--- src/rtl/cmi_enc_pkg.sv ---
package cmi_enc_pkg;
  typedef struct packed {
    logic first_half;
    logic second_half;
  } cmi_sym_t;

  localparam cmi_sym_t SYM_ZERO      = '{first_half: 1'b0, second_half: 1'b1};
  localparam cmi_sym_t SYM_ZERO_VIOL = '{first_half: 1'b1, second_half: 1'b0};
endpackage

--- src/rtl/cmi_phase_gen.sv ---
module cmi_phase_gen (
  input  logic clk,
  input  logic rst_n,
  output logic take,
  output logic shift,
  output logic drive_en
);
  logic ph_q;
  logic en_q;

  always_ff @(posedge clk or negedge rst_n) begin
    if (!rst_n) begin
      ph_q <= 1'b0;
      en_q <= 1'b0;
    end else begin
      ph_q <= ~ph_q;
      en_q <= 1'b1;
    end
  end

  // capture edge ends a cycle with ph high; shift edge ends a cycle with ph low
  assign take     = ph_q;
  assign shift    = en_q & ~ph_q;
  assign drive_en = en_q;


  strobe_alternates_chk: assert property (@(posedge clk) disable iff (!rst_n)
    take |=> !take);
endmodule

--- src/rtl/cmi_viol_limiter.sv ---
module cmi_viol_limiter #(
  parameter int VIOL_LIMIT = 5
) (
  input  logic clk,
  input  logic rst_n,
  input  logic take,
  input  logic req,
  output logic honour
);
  localparam int CW = $clog2(VIOL_LIMIT + 1);
  localparam logic [CW-1:0] CAP = CW'(VIOL_LIMIT);

  logic [CW-1:0] run_q;

  assign honour = req && (run_q < CAP);

  always_ff @(posedge clk or negedge rst_n) begin
    if (!rst_n) begin
      run_q <= '0;
    end else if (take) begin
      if (!req)            run_q <= '0;
      else if (run_q != CAP) run_q <= run_q + 1'b1;
    end
  end


  cap_hold_chk: assert property (@(posedge clk) disable iff (!rst_n)
    (take && req && run_q == CAP) |=> (run_q == CAP));


  release_clears_chk: assert property (@(posedge clk) disable iff (!rst_n)
    (take && !req) |=> (run_q == '0));
endmodule

--- src/rtl/cmi_symbol_map.sv ---
module cmi_symbol_map
  import cmi_enc_pkg::*;
(
  input  logic clk,
  input  logic rst_n,
  input  logic take,
  input  logic shift,
  input  logic data_bit,
  input  logic viol,
  output logic line_lvl
);
  cmi_sym_t sym;
  logic     pol_q;
  logic     half2_q;
  logic     line_q;
  logic     mark_lvl;

  always_comb begin
    mark_lvl = viol ? pol_q : ~pol_q;
    if (data_bit) sym = '{first_half: mark_lvl, second_half: mark_lvl};
    else          sym = viol ? SYM_ZERO_VIOL : SYM_ZERO;
  end

  always_ff @(posedge clk or negedge rst_n) begin
    if (!rst_n) begin
      pol_q   <= 1'b0;
      half2_q <= 1'b0;
      line_q  <= 1'b0;
    end else if (take) begin
      line_q  <= sym.first_half;
      half2_q <= sym.second_half;
      if (data_bit && !viol) pol_q <= ~pol_q;
    end else if (shift) begin
      line_q <= half2_q;
    end
  end

  assign line_lvl = line_q;


  zero_form_chk: assert property (@(posedge clk) disable iff (!rst_n)
    (take && !data_bit && !viol) |=> (!line_q ##1 line_q));


  zero_viol_form_chk: assert property (@(posedge clk) disable iff (!rst_n)
    (take && !data_bit && viol) |=> (line_q ##1 !line_q));


  one_full_bit_chk: assert property (@(posedge clk) disable iff (!rst_n)
    (take && data_bit) |=> ##1 $stable(line_q));


  viol_one_keeps_pol_chk: assert property (@(posedge clk) disable iff (!rst_n)
    (take && data_bit && viol) |=> $stable(pol_q));
endmodule

--- src/rtl/cmi_line_encoder.sv ---
module cmi_line_encoder #(
  parameter int VIOL_LIMIT = 5
) (
  input  logic clk,
  input  logic rst_n,
  input  logic tx_bit,
  input  logic viol_req,
  output logic bit_strobe,
  output logic line_p,
  output logic line_n,
  output logic line_oe
);
  logic take;
  logic shift;
  logic drive_en;
  logic honour;
  logic line_lvl;

  cmi_phase_gen u_phase (
    .clk      (clk),
    .rst_n    (rst_n),
    .take     (take),
    .shift    (shift),
    .drive_en (drive_en)
  );

  cmi_viol_limiter #(.VIOL_LIMIT(VIOL_LIMIT)) u_limit (
    .clk    (clk),
    .rst_n  (rst_n),
    .take   (take),
    .req    (viol_req),
    .honour (honour)
  );

  cmi_symbol_map u_map (
    .clk      (clk),
    .rst_n    (rst_n),
    .take     (take),
    .shift    (shift),
    .data_bit (tx_bit),
    .viol     (honour),
    .line_lvl (line_lvl)
  );

  assign bit_strobe = take;
  assign line_oe    = drive_en;
  assign line_p     = drive_en &  line_lvl;
  assign line_n     = drive_en & ~line_lvl;


  released_in_reset_chk: assert property (@(posedge clk) disable iff (!rst_n)
    $rose(line_oe) |-> !$past(bit_strobe));
endmodule

--- config.mk ---
export PLATFORM = sky130hd
export DESIGN_NAME = cmi_line_encoder
export DESIGN_NICKNAME = d
export VERILOG_FILES = /design/src/rtl/cmi_enc_pkg.sv /design/src/rtl/cmi_phase_gen.sv /design/src/rtl/cmi_viol_limiter.sv /design/src/rtl/cmi_symbol_map.sv /design/src/rtl/cmi_line_encoder.sv
export SDC_FILE = /design/constraint.sdc
export NUM_CORES = 1
export LEC_CHECK = 0
export ABC_AREA = 1
export BUFFER_PORTS_ARGS = -buffer_cell sky130_fd_sc_hd__buf_4
export CORE_AREA = 2 2 39 41
export CTS_BUF_LIST = sky130_fd_sc_hd__clkbuf_16
export CTS_CLUSTER_DIAMETER = 30
export CTS_CLUSTER_SIZE = 40
export DETAILED_ROUTE_END_ITERATION = 16
export DIE_AREA = 0 0 41 43
export GPL_TIMING_DRIVEN = 0
export PLACE_DENSITY = 0.5
export SETUP_SLACK_MARGIN = 0.4
export SLEW_MARGIN = 30
export SYNTH_ARGS = -nofsm -noshare
export SYNTH_HDL_FRONTEND = slang
export SYNTH_HIERARCHICAL = 1
export SYNTH_SLANG_ARGS = --single-unit
--- constraint.sdc ---
create_clock -name clk -period 1.8 [get_ports clk]
set_input_delay 0.09 -clock clk [delete_from_list [all_inputs] [get_ports clk]]
set_output_delay 0.09 -clock clk [all_outputs]
set_load 0.005 [all_outputs]
=== After elaboration in Yosys (flattened, before gate mapping) ===
Cells that the tools add are included.

* Register bits: 8
* Input bits: 4
* Output and inout port bits: 4
* Logic and storage cells: 29

* Add/subtract/negate cells: 1
* Order comparisons: 1
* Eq/ne operators: 2
* Multiplexer cells: 7
* Bitwise operators: 6
* Reduce and logical (&&, ||, !) cells: 6

{| class="wikitable"
|+ Operator list
! cell !! count
|-
| 2-to-1 mux 3 bit || 2
|-
| 2-to-1 mux 2 bit || 2
|-
| AND reduction 2 bit || 2
|-
| adder 3 x 1 -> 3 bit, second input constant || 1
|-
| AND 1 bit || 3
|-
| less-than comparator 3 bit, second input constant || 1
|-
| 2-to-1 mux 1 bit || 3
|-
| != test 3 bit, second input constant || 1
|-
| inverter 1 bit || 3
|-
| logical AND 1 bit || 2
|-
| != test 2 x 1 -> 1 bit, second input constant || 1
|-
| nonzero test 2 bit || 1
|-
| zero test 1 bit || 1
|}

=== Longest topological paths before layout ===
* Word-level depth: 5
* Depth in mapped cells: 8
* Mapped depth without buffers: 8

=== Hierarchy ===
The synthesis kept the hierarchy.

{| class="wikitable"
|+ By module, submodules not included
! module !! times used !! cells an instance !! area an instance (um^2) !! sequential area each (um^2)
|-
| cmi_viol_limiter || 1 || 25 || 186.4 || 75.1
|-
| cmi_symbol_map || 1 || 21 || 176.4 || 75.1
|-
| cmi_phase_gen || 1 || 6 || 67.6 || 50.0
|-
| cmi_line_encoder || 1 || 4 || 17.5 || 0.0
|}

=== Worst setup path after synthesis ===
OpenSTA, ideal clock, no wires.

* Path kind: register to register
* From: register u_limit.run_q[0]
* To: register u_map.half2_q
* Setup time: 119 ps
* Arrival time: 981 ps
* Required time: 1681 ps
* Slack: 699 ps
* Cell stages (with the launch flop): 9
* Path buffers: 0
* Period minus slack after synthesis: 1101 ps
* Cells stage by stage: dfrtp_1 > inv_1 > nand2_1 > o22ai_1 > inv_2 > nand2_1 > nand3_2 > nand2_1 > o21ai_2

* Longest elaborated chain between the ends: 4
* Elaborated cells on any way between the ends: 5
* Classes of those cells: order compare: 1; mux: 3; reduce/logical: 1

{| class="wikitable"
|+ RTL lines
! element !! line !! RTL
|-
| start, declared || cmi_viol_limiter.sv:13 || <nowiki>logic [CW-1:0] run_q;</nowiki>
|-
| start signal, assigned || cmi_viol_limiter.sv:22 || <nowiki>else if (run_q != CAP) run_q <= run_q + 1'b1;</nowiki>
|-
| less-than comparator 3 bit * || cmi_viol_limiter.sv:15 || <nowiki>assign honour = req && (run_q < CAP);</nowiki>
|-
| logical AND 1 bit * || cmi_viol_limiter.sv:15 ||
|-
| named net honour || cmi_line_encoder.sv:16 || <nowiki>logic honour;</nowiki>
|-
| 2-to-1 mux 2 bit or 2-to-1 mux 1 bit (tied branches) || cmi_symbol_map.sv:21, cmi_symbol_map.sv:19 ||
|-
| 2-to-1 mux 2 bit * || cmi_symbol_map.sv:20 || <nowiki>if (data_bit) sym = '{first_half: mark_lvl, second_half: mark_lvl};</nowiki>
|-
| end signal, assigned || cmi_symbol_map.sv:31 || <nowiki>half2_q <= sym.second_half;</nowiki>
|-
| end, declared || cmi_symbol_map.sv:14 || <nowiki>logic half2_q;</nowiki>
|}

Mark *: on every way through the listed nets, which the timed path passes. The rest lies on a longest branch.
A chain may end at the register's enable or synchronous reset.

=== Worst setup path in the final report ===
Same ends and word-level chain as after synthesis.

==> qor.yml <==
hold_class: "input port to flop"
hold_depth: 3
io_pins: 8
cts-root-buf: "clkbuf_16"
r2r_cells: 8
drv_cap: 0
crit_type: "flop to flop"
cts_num_sinks: 8
cts-resized-gates: 0
hpwl_um: 555
cp_data_required_time_ps: 1920
layout_common_cells: "nand2_1, inv_1, dfrtp_1"
dr.pass1.iters: 4
syn-instance-count: 56
slew_viol_final: 0
clk_pin_slew_worst_paths_ps: 40
grt.met3_usage_pct: 4.71
switching_share_pct: 22.7
place_congestion: 0.742
cp_common_cell: "nand2_1"
p_seq_share_pct: 32.5
cp_cell_sequence: "inv_1 > nand2_1 > o22ai_1 > inv_2 > nand2_1 > nand3_2 > nand2_1 > o21ai_2"
power.density_nw_per_um2: 1170
clkLatencyLatePin_ps: 230
finalSetupViolCount: 0
worstSetupEndpointType: "flop"
syn2layout_area_growth_pct: 35.2
ff2ff_setup_slack_ps: 570
grt_pass1_wl_mm: 1.24
p_leak_uw: 0.000325
slowest_delay_ps: 400
fmax_ghz: 0.813
fin_hold_ws_ps: 156
setup_tns_ps: 0
crit_start: "u_limit/run_q[0]$_DFFE_PN0P_"
start_kind: "flop"
ys_types: 20
cts_buffer_depth: 2
seq_area_um2: 200
cts_max_level: 1
rows: 14
io_buffers: 7
rsz0062_at_grt: "false"
synth_warnings: 6
worst-path-buf-inv: 2
n_antenna_cell: 0
ys_seq_area_share_pct: 44.7
holdCritStartpoint: "tx_bit"
cp_slowest_cell: "dfrtp_1"
critPathTopFamily: "flip-flops"
nFillCells: 144
grt_pass1_vias: 294
p_switching_uw: 161
power.internal_uw: 548
vias: 352
drt_iter0_markers: 4
cts_tree: "done"
layout-drive-gt1-share_pct: 28.4
syn-cell-area_um2: 448
dieArea_um2: 1760
syn_avg_cell_area_um2: 8.00
gr-total-overflow: 0
period_needed_ps: 1230
use_met1_pct: 15.6
cts_setup_buffers: 0
routed_wl_um: 726
ys_ff_latch: 8
vdd_drop_max_mv: 0.746
globalRouteMet2Util_pct: 13.8
pwr-share-comb_pct: 15.2
fin_util_pct: 43.8
grt_usage_pct: 10.8
layout_commonest_cell: "nand2_1"
wl_per_cell_um: 8.75
hold_viol: 0
grt_max_degree: 10
cp_max_fo: 4
fp.dieH_um: 43
busiest_layer: "met1"
status: "completed"
cts_hold_buf: 1
crit_cells: 8
fin_crit_sh_pct: 68.3
vias_per_cell: 4.24
cts_buffers: 3
fin_skew_ps: 1.75
start_util_pct: 32.4
worstPathArrival_ps: 1340
antenna_found_initial: 0
nets: 75
antenna_left: 0
pwr-share-clk_pct: 52.3
r2r_start: "u_limit/run_q[0]$_DFFE_PN0P_"
coreArea_um2: 1380
syn_nets: 62
route.detailed.drc: 0
die_x_um: 41
multiInputGateArea_um2: 203
## tightest hold or removal path, cell delays in order
cell     delay, ps
buf_4          100
nor2_1          50
o21ai_2        110
## cell usage after synthesis
library cell	count	area (µm²)
inv_2	2	7.51
o21ai_1	1	5.00
xor2_1	1	8.76
dfrtp_1	8	200
a21oi_2	1	8.76
nor2_1	3	11.3
nand2_2	1	6.26
nand2_1	13	48.8
nand3_2	2	20.0
nand3_1	2	10.0
ha_1	2	25.0
nor2_2	2	12.5
conb_1	1	3.75
inv_1	10	37.5
o21ai_2	1	8.76
o22ai_1	1	6.26
or2_1	1	6.26
o21ai_0	2	10.0
nor3_1	1	5.00
or2_0	1	6.26
## flip-flops by register name, indices dropped and copies added (netlist names)
name	cells
u_limit/run_q	3
u_map/half2_q	1
u_map/line_lvl	1
u_map/pol_q	1
u_phase/drive_en	1
u_phase/take	1
## metal layers
metal  wire length [µm]  part of all wire (%)  vias up
met1                371                    51      158
met3                 31                   4.3        0
met2                322                    44        5
met5                  0                     0        -
li1                   -                     -      189
met4                  0                     0        0
## power groups by stage
stage | Clock (µW) | Sequential, µW | Combinational (µW)
after detailed placement | 0 | 233 | 107
after floorplan | 0 | 229 | 75.4
after global placement | 0 | 233 | 105
final | 371 | 231 | 108
after CTS | 376 | 231 | 110
after global routing | 383 | 235 | 128
## metrics by stage
step | instances | power (µW) | cell area (µm²) | setup slack (ps)
2_1_floorplan | 56 | 305 | 448 | 699
3_3_place_gp | 79 | 338 | 520 | 590
3_5_place_dp | 79 | 340 | 520 | 578
4_1_cts | 83 | 716 | 606 | 572
5_1_grt | 83 | 747 | 606 | 434
6_report | 83 | 709 | 606 | 571
## logic make-up (layout without fill, tap and decap cells)
family | after synthesis | count (layout) | synth area share, %
XOR/XNOR | 1 | 1 | 1.96
other | 1 | 1 | 0.837
adder cells (fa/ha/maj) | 2 | 2 | 5.59
AND/OR/NAND/NOR | 26 | 26 | 28.2
buffers and inverters | 12 | 23 | 10.1
AO/OA/AOI/OAI | 6 | 6 | 8.66
flip-flops | 8 | 8 | 44.7
## path summary, 6_finish.rpt
check,to
worst min register to register,u_map/half2_q$_DFFE_PN0P_
worst max register to register,u_map/half2_q$_DFFE_PN0P_
worst max-delay path,u_map/half2_q$_DFFE_PN0P_
min in group asynchronous,u_limit/run_q[0]$_DFFE_PN0P_
worst min-delay path,u_map/half2_q$_DFFE_PN0P_
max in group asynchronous,u_phase/take$_DFF_PN0_
## area by class of cell
type / count / share of cell area, %
sequential: 8 / 33.1
inverter: 12 / 7.44
timing repair buffer: 8 / 10.3
tap: 16 / 3.31
multi-input combinational: 36 / 33.5
clock buffer: 3 / 12.4
No activity file was read; power rests on OpenSTA's default activity.
